`src/rtl/ras_pkg.sv`:
```
package ras_pkg;
  typedef enum logic [2:0] {
    RAS_IDLE,
    RAS_PUSH,
    RAS_POP,
    RAS_UNDO,
    RAS_RESTORE
  } ras_op_e;
endpackage

```
`src/rtl/ras_ret_addr.sv`:
```
module ras_ret_addr #(
  parameter int AW         = 32,
  parameter int INSN_BYTES = 4,
  parameter bit DELAY_SLOT = 1'b1
) (
  input  logic [AW-1:0] pc_i,
  output logic [AW-1:0] ret_o
);
  generate
    if (DELAY_SLOT) begin : g_skip_slot
      assign ret_o = pc_i + AW'(2 * INSN_BYTES);
    end else begin : g_next
      assign ret_o = pc_i + AW'(INSN_BYTES);
    end
  endgenerate
endmodule

```
`src/rtl/ras_ptr.sv`:
```
module ras_ptr
  import ras_pkg::*;
#(
  parameter int DEPTH = 16,
  localparam int IW   = $clog2(DEPTH),
  localparam int CW   = $clog2(DEPTH + 1)
) (
  input  logic          clk_i,
  input  logic          rst_ni,
  input  ras_op_e       op_i,
  input  logic [IW-1:0] restore_idx_i,
  output logic [IW-1:0] top_o,
  output logic [IW-1:0] top_inc_o,
  output logic          empty_o
);
  logic [CW-1:0] cnt_q;
  logic [IW-1:0] top_dec;
  logic          full;

  assign top_inc_o = (top_o == IW'(DEPTH - 1)) ? '0 : top_o + 1'b1;
  assign top_dec   = (top_o == '0) ? IW'(DEPTH - 1) : top_o - 1'b1;
  assign full      = (cnt_q == CW'(DEPTH));
  assign empty_o   = (cnt_q == '0);

  always_ff @(posedge clk_i or negedge rst_ni) begin
    if (!rst_ni) begin
      top_o <= '0;
      cnt_q <= '0;
    end else begin
      unique case (op_i)
        RAS_PUSH: begin
          top_o <= top_inc_o;
          if (!full) cnt_q <= cnt_q + 1'b1;
        end
        RAS_POP, RAS_UNDO: begin
          if (!empty_o) begin
            top_o <= top_dec;
            cnt_q <= cnt_q - 1'b1;
          end
        end
        RAS_RESTORE: begin
          top_o <= restore_idx_i;
          if (!full) cnt_q <= cnt_q + 1'b1;
        end
        default: ;
      endcase
    end
  end

  p_push_wrap_r8: assert property (@(posedge clk_i) disable iff (!rst_ni)
    op_i == RAS_PUSH |=> top_o == (($past(top_o) == IW'(DEPTH - 1)) ? '0 : $past(top_o) + 1'b1));
  p_full_hold_r8: assert property (@(posedge clk_i) disable iff (!rst_ni)
    (op_i == RAS_PUSH && full) |=> full);
  p_restore_top_r6: assert property (@(posedge clk_i) disable iff (!rst_ni)
    op_i == RAS_RESTORE |=> top_o == $past(restore_idx_i));
  p_undo_empty_r11: assert property (@(posedge clk_i) disable iff (!rst_ni)
    (op_i == RAS_UNDO && empty_o) |=> (empty_o && $stable(top_o)));
  p_undo_depth_r7: assert property (@(posedge clk_i) disable iff (!rst_ni)
    (op_i == RAS_UNDO && !empty_o) |=> cnt_q == $past(cnt_q) - 1'b1);
endmodule

```
`src/rtl/ras_store.sv`:
```
module ras_store #(
  parameter int DEPTH = 16,
  parameter int AW    = 32,
  localparam int IW   = $clog2(DEPTH)
) (
  input  logic          clk_i,
  input  logic          rst_ni,
  input  logic          we_i,
  input  logic [IW-1:0] waddr_i,
  input  logic [AW-1:0] wdata_i,
  input  logic [IW-1:0] raddr_i,
  output logic [AW-1:0] rdata_o
);
  logic [AW-1:0] mem_q [DEPTH];

  always_ff @(posedge clk_i or negedge rst_ni) begin
    if (!rst_ni) begin
      for (int i = 0; i < DEPTH; i++) mem_q[i] <= '0;
    end else if (we_i) begin
      mem_q[waddr_i] <= wdata_i;
    end
  end

  assign rdata_o = mem_q[raddr_i];

  p_write_lands_r6: assert property (@(posedge clk_i) disable iff (!rst_ni)
    we_i |=> mem_q[$past(waddr_i)] == $past(wdata_i));
endmodule

```
`src/rtl/ras_repair.sv`:
```
module ras_repair
  import ras_pkg::*;
#(
  parameter int DEPTH      = 16,
  parameter int AW         = 32,
  parameter int INSN_BYTES = 4,
  parameter bit DELAY_SLOT = 1'b1,
  localparam int IW        = $clog2(DEPTH)
) (
  input  logic          clk_i,
  input  logic          rst_ni,
  input  logic          push_i,
  input  logic          pop_i,
  input  logic [AW-1:0] pc_i,
  input  logic          restore_i,
  input  logic [IW-1:0] restore_idx_i,
  input  logic [AW-1:0] restore_tgt_i,
  input  logic          undo_push_i,
  output logic          pred_valid_o,
  output logic [AW-1:0] pred_tgt_o,
  output logic          empty_o,
  output logic          ckpt_used_o,
  output logic [IW-1:0] ckpt_idx_o,
  output logic [AW-1:0] ckpt_tgt_o
);
  ras_op_e       op;
  logic [IW-1:0] top, top_inc, waddr;
  logic [AW-1:0] ret_addr, rdata, wdata;
  logic          we;

  // restore > undo-push > return > call
  always_comb begin
    if (restore_i)        op = RAS_RESTORE;
    else if (undo_push_i) op = RAS_UNDO;
    else if (pop_i)       op = empty_o ? RAS_IDLE : RAS_POP;
    else if (push_i)      op = RAS_PUSH;
    else                  op = RAS_IDLE;
  end

  assign we    = (op == RAS_PUSH) || (op == RAS_RESTORE);
  assign waddr = (op == RAS_RESTORE) ? restore_idx_i : top_inc;
  assign wdata = (op == RAS_RESTORE) ? restore_tgt_i : ret_addr;

  ras_ret_addr #(.AW(AW), .INSN_BYTES(INSN_BYTES), .DELAY_SLOT(DELAY_SLOT)) u_ret (
    .pc_i  (pc_i),
    .ret_o (ret_addr)
  );

  ras_ptr #(.DEPTH(DEPTH)) u_ptr (
    .clk_i         (clk_i),
    .rst_ni        (rst_ni),
    .op_i          (op),
    .restore_idx_i (restore_idx_i),
    .top_o         (top),
    .top_inc_o     (top_inc),
    .empty_o       (empty_o)
  );

  ras_store #(.DEPTH(DEPTH), .AW(AW)) u_store (
    .clk_i   (clk_i),
    .rst_ni  (rst_ni),
    .we_i    (we),
    .waddr_i (waddr),
    .wdata_i (wdata),
    .raddr_i (top),
    .rdata_o (rdata)
  );

  assign pred_valid_o = (op == RAS_POP);
  assign ckpt_used_o  = (op == RAS_POP);
  assign pred_tgt_o   = pred_valid_o ? rdata : ret_addr;
  assign ckpt_idx_o   = top;
  assign ckpt_tgt_o   = rdata;

  p_push_tgt_r2: assert property (@(posedge clk_i) disable iff (!rst_ni)
    (push_i && !pop_i && !restore_i && !undo_push_i) |=> ckpt_tgt_o == $past(ret_addr));
  p_empty_pop_r4: assert property (@(posedge clk_i) disable iff (!rst_ni)
    (pop_i && empty_o && !restore_i && !undo_push_i && !push_i) |=> empty_o);
  p_restore_wins_r9: assert property (@(posedge clk_i) disable iff (!rst_ni)
    restore_i |=> (ckpt_idx_o == $past(restore_idx_i) && ckpt_tgt_o == $past(restore_tgt_i)));
  p_undo_no_pred_r12: assert property (@(posedge clk_i) disable iff (!rst_ni)
    (undo_push_i || restore_i) |-> !pred_valid_o);
endmodule

```
`config.mk`:
```
export PLATFORM = sky130hd
export DESIGN_NAME = ras_repair
export DESIGN_NICKNAME = d
export VERILOG_FILES = /design/src/rtl/ras_pkg.sv /design/src/rtl/ras_ret_addr.sv /design/src/rtl/ras_ptr.sv /design/src/rtl/ras_store.sv /design/src/rtl/ras_repair.sv
export SDC_FILE = /design/constraint.sdc
export NUM_CORES = 1
export LEC_CHECK = 0
export BUFFER_PORTS_ARGS = -buffer_cell sky130_fd_sc_hd__buf_2
export CORE_MARGIN = 1.5
export CORE_UTILIZATION = 55
export CTS_CLUSTER_SIZE = 20
export DETAILED_ROUTE_END_ITERATION = 6
export GPL_TIMING_DRIVEN = 0
export PLACE_DENSITY = 0.73
export SLEW_MARGIN = 40
export SYNTH_ARGS = -nofsm -noshare
export SYNTH_HDL_FRONTEND = slang
export SYNTH_HIERARCHICAL = 1
export SYNTH_SLANG_ARGS = --single-unit
```
`constraint.sdc`:
```
create_clock -name clk_i -period 3.7 [get_ports clk_i]
set_input_delay 0 -clock clk_i [delete_from_list [all_inputs] [get_ports clk_i]]
set_output_delay 0 -clock clk_i [all_outputs]
set_load 0.02 [all_outputs]
```
Word-level counts from Yosys, hierarchy flattened:

Cells that the tools add are included.

* add/subtract/negate cells: 5
* multiply operators: 0
* div/mod/pow operators: 0
* $lt $le $gt $ge: 3
* eq/ne operators: 8
* shift operators: 0
* mux-type cells: 21
* bitwise operators: 2
* reductions and logical operators: 10

Operators with widths (count)
* bitwise mux 512 bit: 1
* 2-to-1 mux 32 bit: 5
* binary-select mux 32 bit (select 4 bit): 1
* demux 32 bit (select 4 bit): 1
* adder 32 x 4 -> 32 bit, second input constant: 1
* 2-to-1 mux 4 bit: 4
* one-hot mux 4 bit (3 select lines): 1
* >= comparator 5 bit, second input constant: 2
* 2-to-1 mux 5 bit: 2
* NOT 4 -> 5 bit: 2
* one-hot mux 5 bit (2 select lines): 1
* equality test 3 x 2 -> 1 bit, second input constant: 2
* 2-to-1 mux 2 bit: 3
* adder 5 x 1 -> 5 bit, second input constant: 1
* equality test 5 bit, second input constant: 1
* zero test 5 bit: 1
* less-than comparator 5 x 1 -> 1 bit, second input constant: 1
* subtractor 5 x 1 -> 5 bit, second input constant: 1
* adder 4 x 1 -> 4 bit, second input constant: 1
* equality test 4 bit, second input constant: 1
* zero test 4 bit: 1
* inequality test 2 bit, second input constant: 2
* OR reduction 2 bit: 2
* subtractor 4 x 1 -> 4 bit, second input constant: 1
* 10 further kinds: 10

* bits in registers: 521
* latch bits: 0
* RAM bits: 0
* memory bits (read-only): 0
* input bits: 74
* logic and storage cells: 67
* memories: 0

Logic depth before layout (Yosys ltp):

* word-level depth: 13
* depth in mapped cells: 14

By module:

The synthesis kept the hierarchy.

By module, submodules not included
* ras_store: instances 1, cells an instance 1404, area each 22774.3 um2, seq. area each 12812.3 um2
* ras_repair: instances 1, cells an instance 83, area each 884.6 um2, seq. area each 0.0 um2
* ras_ptr: instances 1, cells an instance 93, area each 800.8 um2, seq. area each 225.2 um2
* ras_ret_addr: instances 1, cells an instance 85, area each 625.6 um2, seq. area each 0.0 um2

Worst setup path before layout:

OpenSTA, ideal clock, no wires.

* path kind: reg-to-reg
* from: register u_ptr.cnt_q[1]
* to: register u_ptr.cnt_q[4]
* setup time: 0.124 ns
* data arrival time: 2.884 ns
* data required time: 3.576 ns
* path slack: 0.692 ns
* stages on the path, launching flop included: 15
* buffers on the path: 0
* cell sequence: dfrtp_1 -> nor4_4 -> nand2b_2 -> inv_1 -> nand2b_1 -> a21oi_1 -> o21a_2 -> nor3_4 -> inv_1 -> ha_1 -> nand2b_1 -> a21oi_1 -> xor2_1 -> nor2_2 -> xor2_1

* word-level cells in the longest chain between the ends: 9
* elaborated cells between the ends (all ways): 21
* those cells by class: add/sub (2); eq/ne (7); mux (7); reduce/logical (5)

RTL lines
* start: declaration: RTL line ras_ptr.sv:16 `logic [CW-1:0] cnt_q;`
* start signal: assignment: RTL line ras_ptr.sv:33 `if (!full) cnt_q <= cnt_q + 1'b1;`
* start signal: assignment: RTL line ras_ptr.sv:38 `cnt_q <= cnt_q - 1'b1;`
* start signal: assignment: RTL line ras_ptr.sv:43 `if (!full) cnt_q <= cnt_q + 1'b1;`
* zero test 5 bit *: RTL line ras_ptr.sv:23 `assign empty_o = (cnt_q == '0);`
* net empty_o: RTL line ras_repair.sv:21 `output logic empty_o,`
* 2-to-1 mux 2 bit * (2 in series): RTL line ras_repair.sv:35 `else if (pop_i) op = empty_o ? RAS_IDLE : RAS_POP;`
* 2-to-1 mux 2 bit *: RTL line ras_repair.sv:34 `else if (undo_push_i) op = RAS_UNDO;`
* 2-to-1 mux 3 bit *: RTL line ras_repair.sv:33 `if (restore_i) op = RAS_RESTORE;`
* net op[1]: RTL line ras_repair.sv:26 `ras_op_e op;`
* equality test 3 x 2 -> 1 bit (tied with other cells): RTL line ras_ptr.sv:30 `unique case (op_i)`
* OR reduction 2 bit (on tied branches)
* inequality test 2 bit (no source line) / nonzero test 2 bit (equally long branches)
* AND reduction 3 bit (no source line)

Mark *: on every way through the listed nets, which the timed path passes. The rest lies on a longest branch. The select of a mux whose other input is x is not followed.
A chain may end at the register's enable or synchronous reset.

Worst setup path after layout:

* from: register u_ptr.top_o[0]
* to: output pred_tgt_o[19]

* word-level cells in the longest chain between the ends: 5

RTL lines
* start: declaration: RTL line ras_ptr.sv:12 `output logic [IW-1:0] top_o,`
* start signal: assignment: RTL line ras_ptr.sv:32 `top_o <= top_inc_o;`
* start signal: assignment: RTL line ras_ptr.sv:37 `top_o <= top_dec;`
* start signal: assignment: RTL line ras_ptr.sv:42 `top_o <= restore_idx_i;`
* NOT 4 -> 5 bit (implied by the code): RTL line ras_store.sv:24 `assign rdata_o = mem_q[raddr_i];`
* binary-select mux 32 bit (select 4 bit): RTL line ras_store.sv:24
* 2-to-1 mux 32 bit (implied by the code) (2 in series): RTL line ras_store.sv:24
* 2-to-1 mux 32 bit: RTL line ras_repair.sv:71 `assign pred_tgt_o = pred_valid_o ? rdata : ret_addr;`
* end: declaration: RTL line ras_repair.sv:20 `output logic [AW-1:0] pred_tgt_o,`

No other way between the ends. The select of a mux whose other input is x is not followed.

==> results.cfg <==
[run_status]
status = complete, no violations

[clock_tree]
cts_tree = built
ctsLongestPathBuffers = 3
cts.htree.levels = 2
insertion_delay_ns = 0.61
clkSinkCount = 521
cts_root_buffer = clkbuf_16
numCtsBuffers = 55
clk_pin_slew_ns = 0.06
post-cts-setup-buffers = 0

[setup_path]
reg2reg_slack_ns = 0.20
r2r-end = u_store/mem_q[378]$_DFFE_PN0P_
path_class = flop to output pin
cp_max_fo = 10
cp-end-kind = output pin
cp-start-kind = flop
crit_required_ns = 3.70
crit_arrival_ns = 3.58
reg2regPathDepth = 8
worstReg2RegStart = u_ptr/top_o[0]$_DFFE_PN0P_

[sta]
min_period_ns = 3.578
slew_headroom_pct = 34.99
tightest_slew_ns = 0.9751
setup_viol = 0
whs_ns = 0.02253
tns_ns = 0
rsz0062_at_grt = false
fmaxAchievable_mhz = 279.5
fin_skew_ns = 0.01449
hold_viol_final = 0
timing.final.crit_share_pct = 96.69
drv_slew = 0

[final_layout]
nets = 1998
syn_to_final_growth_pct = 16.78
final_layout_size_suffix_gt1_share_pct = 54.41
antenna_cells = 0

[logic_synthesis]
synth_warnings = 6
synth.most_common_cell = mux2_2
synth_seq_area_share_pct = 51.97
synth_flop_cell = dfrtp_1
synth.largest_area_cell = dfrtp_1
synth_edf_count = 0
syn_inst = 1665
syn_nets = 1746
synth_common_cells = mux2_2, dfrtp_1, mux4_2
syn_avg_cell_area_um2 = 15.07
synth-async-reset-ratio_pct = 100.0
yosys-top-cells-area = dfrtp_1, mux2_2, mux4_2
synth_area_um2 = 25090
synth.distinct_cells = 57
yosysTopAreaCellShare_pct = 51.97
synth-seq-cells = 521

[power]
leakage_nw = 12.67
p_comb_share_pct = 37.0
irDropWorstVdd_uv = 503.0
p_int_w = 0.01729
power_density_nw_per_um2 = 868.6
clockPowerShare_pct = 24.0
totalPowerFinal_w = 0.02545
pwr-share-seq_pct = 39.1
netSwitchingPower_w = 0.008156
p_sw_share_pct = 32.05

[routing]
wire_per_inst_um = 26.32
ant_nets = 0
drc = 0
finalWirelength_um = 67410
top_layer = met4
wl_met1_um = 28150
met2_length_um = 31800
dr.first_iter.drc_count = 1346
via_per_inst = 6.155
met3WireLength_um = 4623
dr.pass1.iters = 5
vias = 15760

[place]
portBuffers = 141
gp_congestion = 0.8284
dp_hpwl_um = 45180

[die]
start_util_pct = 55.52
io_pins = 145
dieArea_um2 = 46900
rows = 78
fp.dieW_um = 216.6
core_um2 = 45190
die_h_um = 216.6

[global_route]
grt-ovfl-total = 0
grt_max_degree = 73
antenna_found_initial = 0
grt_pass1_wl_um = 102600
grtUsageTotal_pct = 29.51
grt_pass1_vias = 16650

[worst_hold_path]
min_path_type = primary input to async pin

[run]
drv_cap = 0
==> layout by cell type (no fill, tap or decap), types with 4 or more instances in the layout <==
cell             n
mux2_2         576
dfrtp_1        521
buf_2          207
mux4_2         128
a22oi_1         64
clkbuf_16       56
clkbuf_1        56
nand2_1         52
dlygate4sd3_1   45
xor2_1          19
clkbuf_2        19
inv_1           16
nor2_1          15
nor3_1          15
xnor2_1         15
clkbuf_8        13
o21ai_0         13
clkinv_2        11
bufinv_16       11
buf_16           8
nand3_1          8
nand2b_1         7
a21oi_1          7
ha_1             6
buf_6            5
mux2_1           4
buf_4            4
nor3_2           4
==> power groups by stage <==
stage / combinational (W) / sequential (W) / clock [W]
after global routing: 0.00999 / 0.0103 / 0.00642
after CTS: 0.00940 / 0.00991 / 0.00618
after floorplan: 0.00691 / 0.00950 / 0
final: 0.00941 / 0.00994 / 0.00610
after global placement: 0.00902 / 0.00979 / 0
after detailed placement: 0.00928 / 0.00998 / 0
==> per-stage QoR <==
step                setup slack [ns]  utilization [%]  std cells  cell area (µm²)
floorplan                     0.6922                -       1665            25090
global placement              -7.607            58.74       2406            26540
detailed placement            0.3406            59.27       2414            26780
CTS                           0.1329            64.81       2561            29290
global route                 0.02123            64.83       2561            29290
finish                        0.1225            64.83       2561            29290
==> logic make-up (layout without fill, tap and decap cells) <==
group                      after synthesis  count (layout)  synth area share, %
buffers and inverters                  159             455                2.898
muxes                                  711             711                37.65
AOI/OAI and AO/OA                       98              98                2.803
xor gates and xnor gates                34              34                1.187
adders and majority gates                7               7               0.3791
DFF                                    521             521                51.97
and+or+nand+nor                        135             135                3.112
==> final cells by class <==
type | count | area (µm²)
clock buffer | 76 | 1607
inverter | 16 | 60.06
sequential | 521 | 13040
timing repair buffer | 195 | 1398
buffer | 143 | 689.4
fill | 3259 | 15890
tap | 600 | 750.7
clock inverter | 25 | 419.2
multi-input combinational | 985 | 11330
==> what timing repair did <==
item,in CTS,in global routing
gates resized for setup,0,1
hold buffers,46,0
hold endpoints to repair,384,0
endpoints found under the setup margin,0,1
==> sequential cells by signal, summed over array words and instances, names as in the netlist <==
name	count
u_ptr/cnt_q	5
u_store/mem_q	512
u_ptr/top_o	4
==> per-layer routing <==
layer / track usage [%] / up-vias
met5: 0 / -
met3: 6.007 / 132
met4: 12.78 / 0
li1: - / 6716
met1: 40.32 / 8357
met2: 46.14 / 558
==> worst max path at each step <==
stage | from | cells after the start | end
after global placement | rst_ni | 1 | u_store/mem_q[24]$_DFFE_PN0P_
after floorplan | u_ptr/cnt_q[1]$_DFFE_PN0P_ | 14 | u_ptr/cnt_q[4]$_DFFE_PN0P_
after detailed placement | u_ptr/top_o[0]$_DFFE_PN0P_ | 8 | u_store/mem_q[344]$_DFFE_PN0P_
after CTS | u_ptr/top_o[1]$_DFFE_PN0P_ | 7 | pred_tgt_o[31]
final | u_ptr/top_o[0]$_DFFE_PN0P_ | 7 | pred_tgt_o[19]
after global routing | u_ptr/top_o[0]$_DFFE_PN0P_ | 7 | pred_tgt_o[30]
==> critical path, cell delays in order, from the launching register on <==
cell,delay [ns]
dfrtp_1,0.47
clkbuf_1,0.35
buf_2,0.54
mux4_2,0.63
a22oi_1,0.34
nand2_1,0.18
mux2_2,0.29
buf_2,0.16
(Power assumes the default switching activity.)
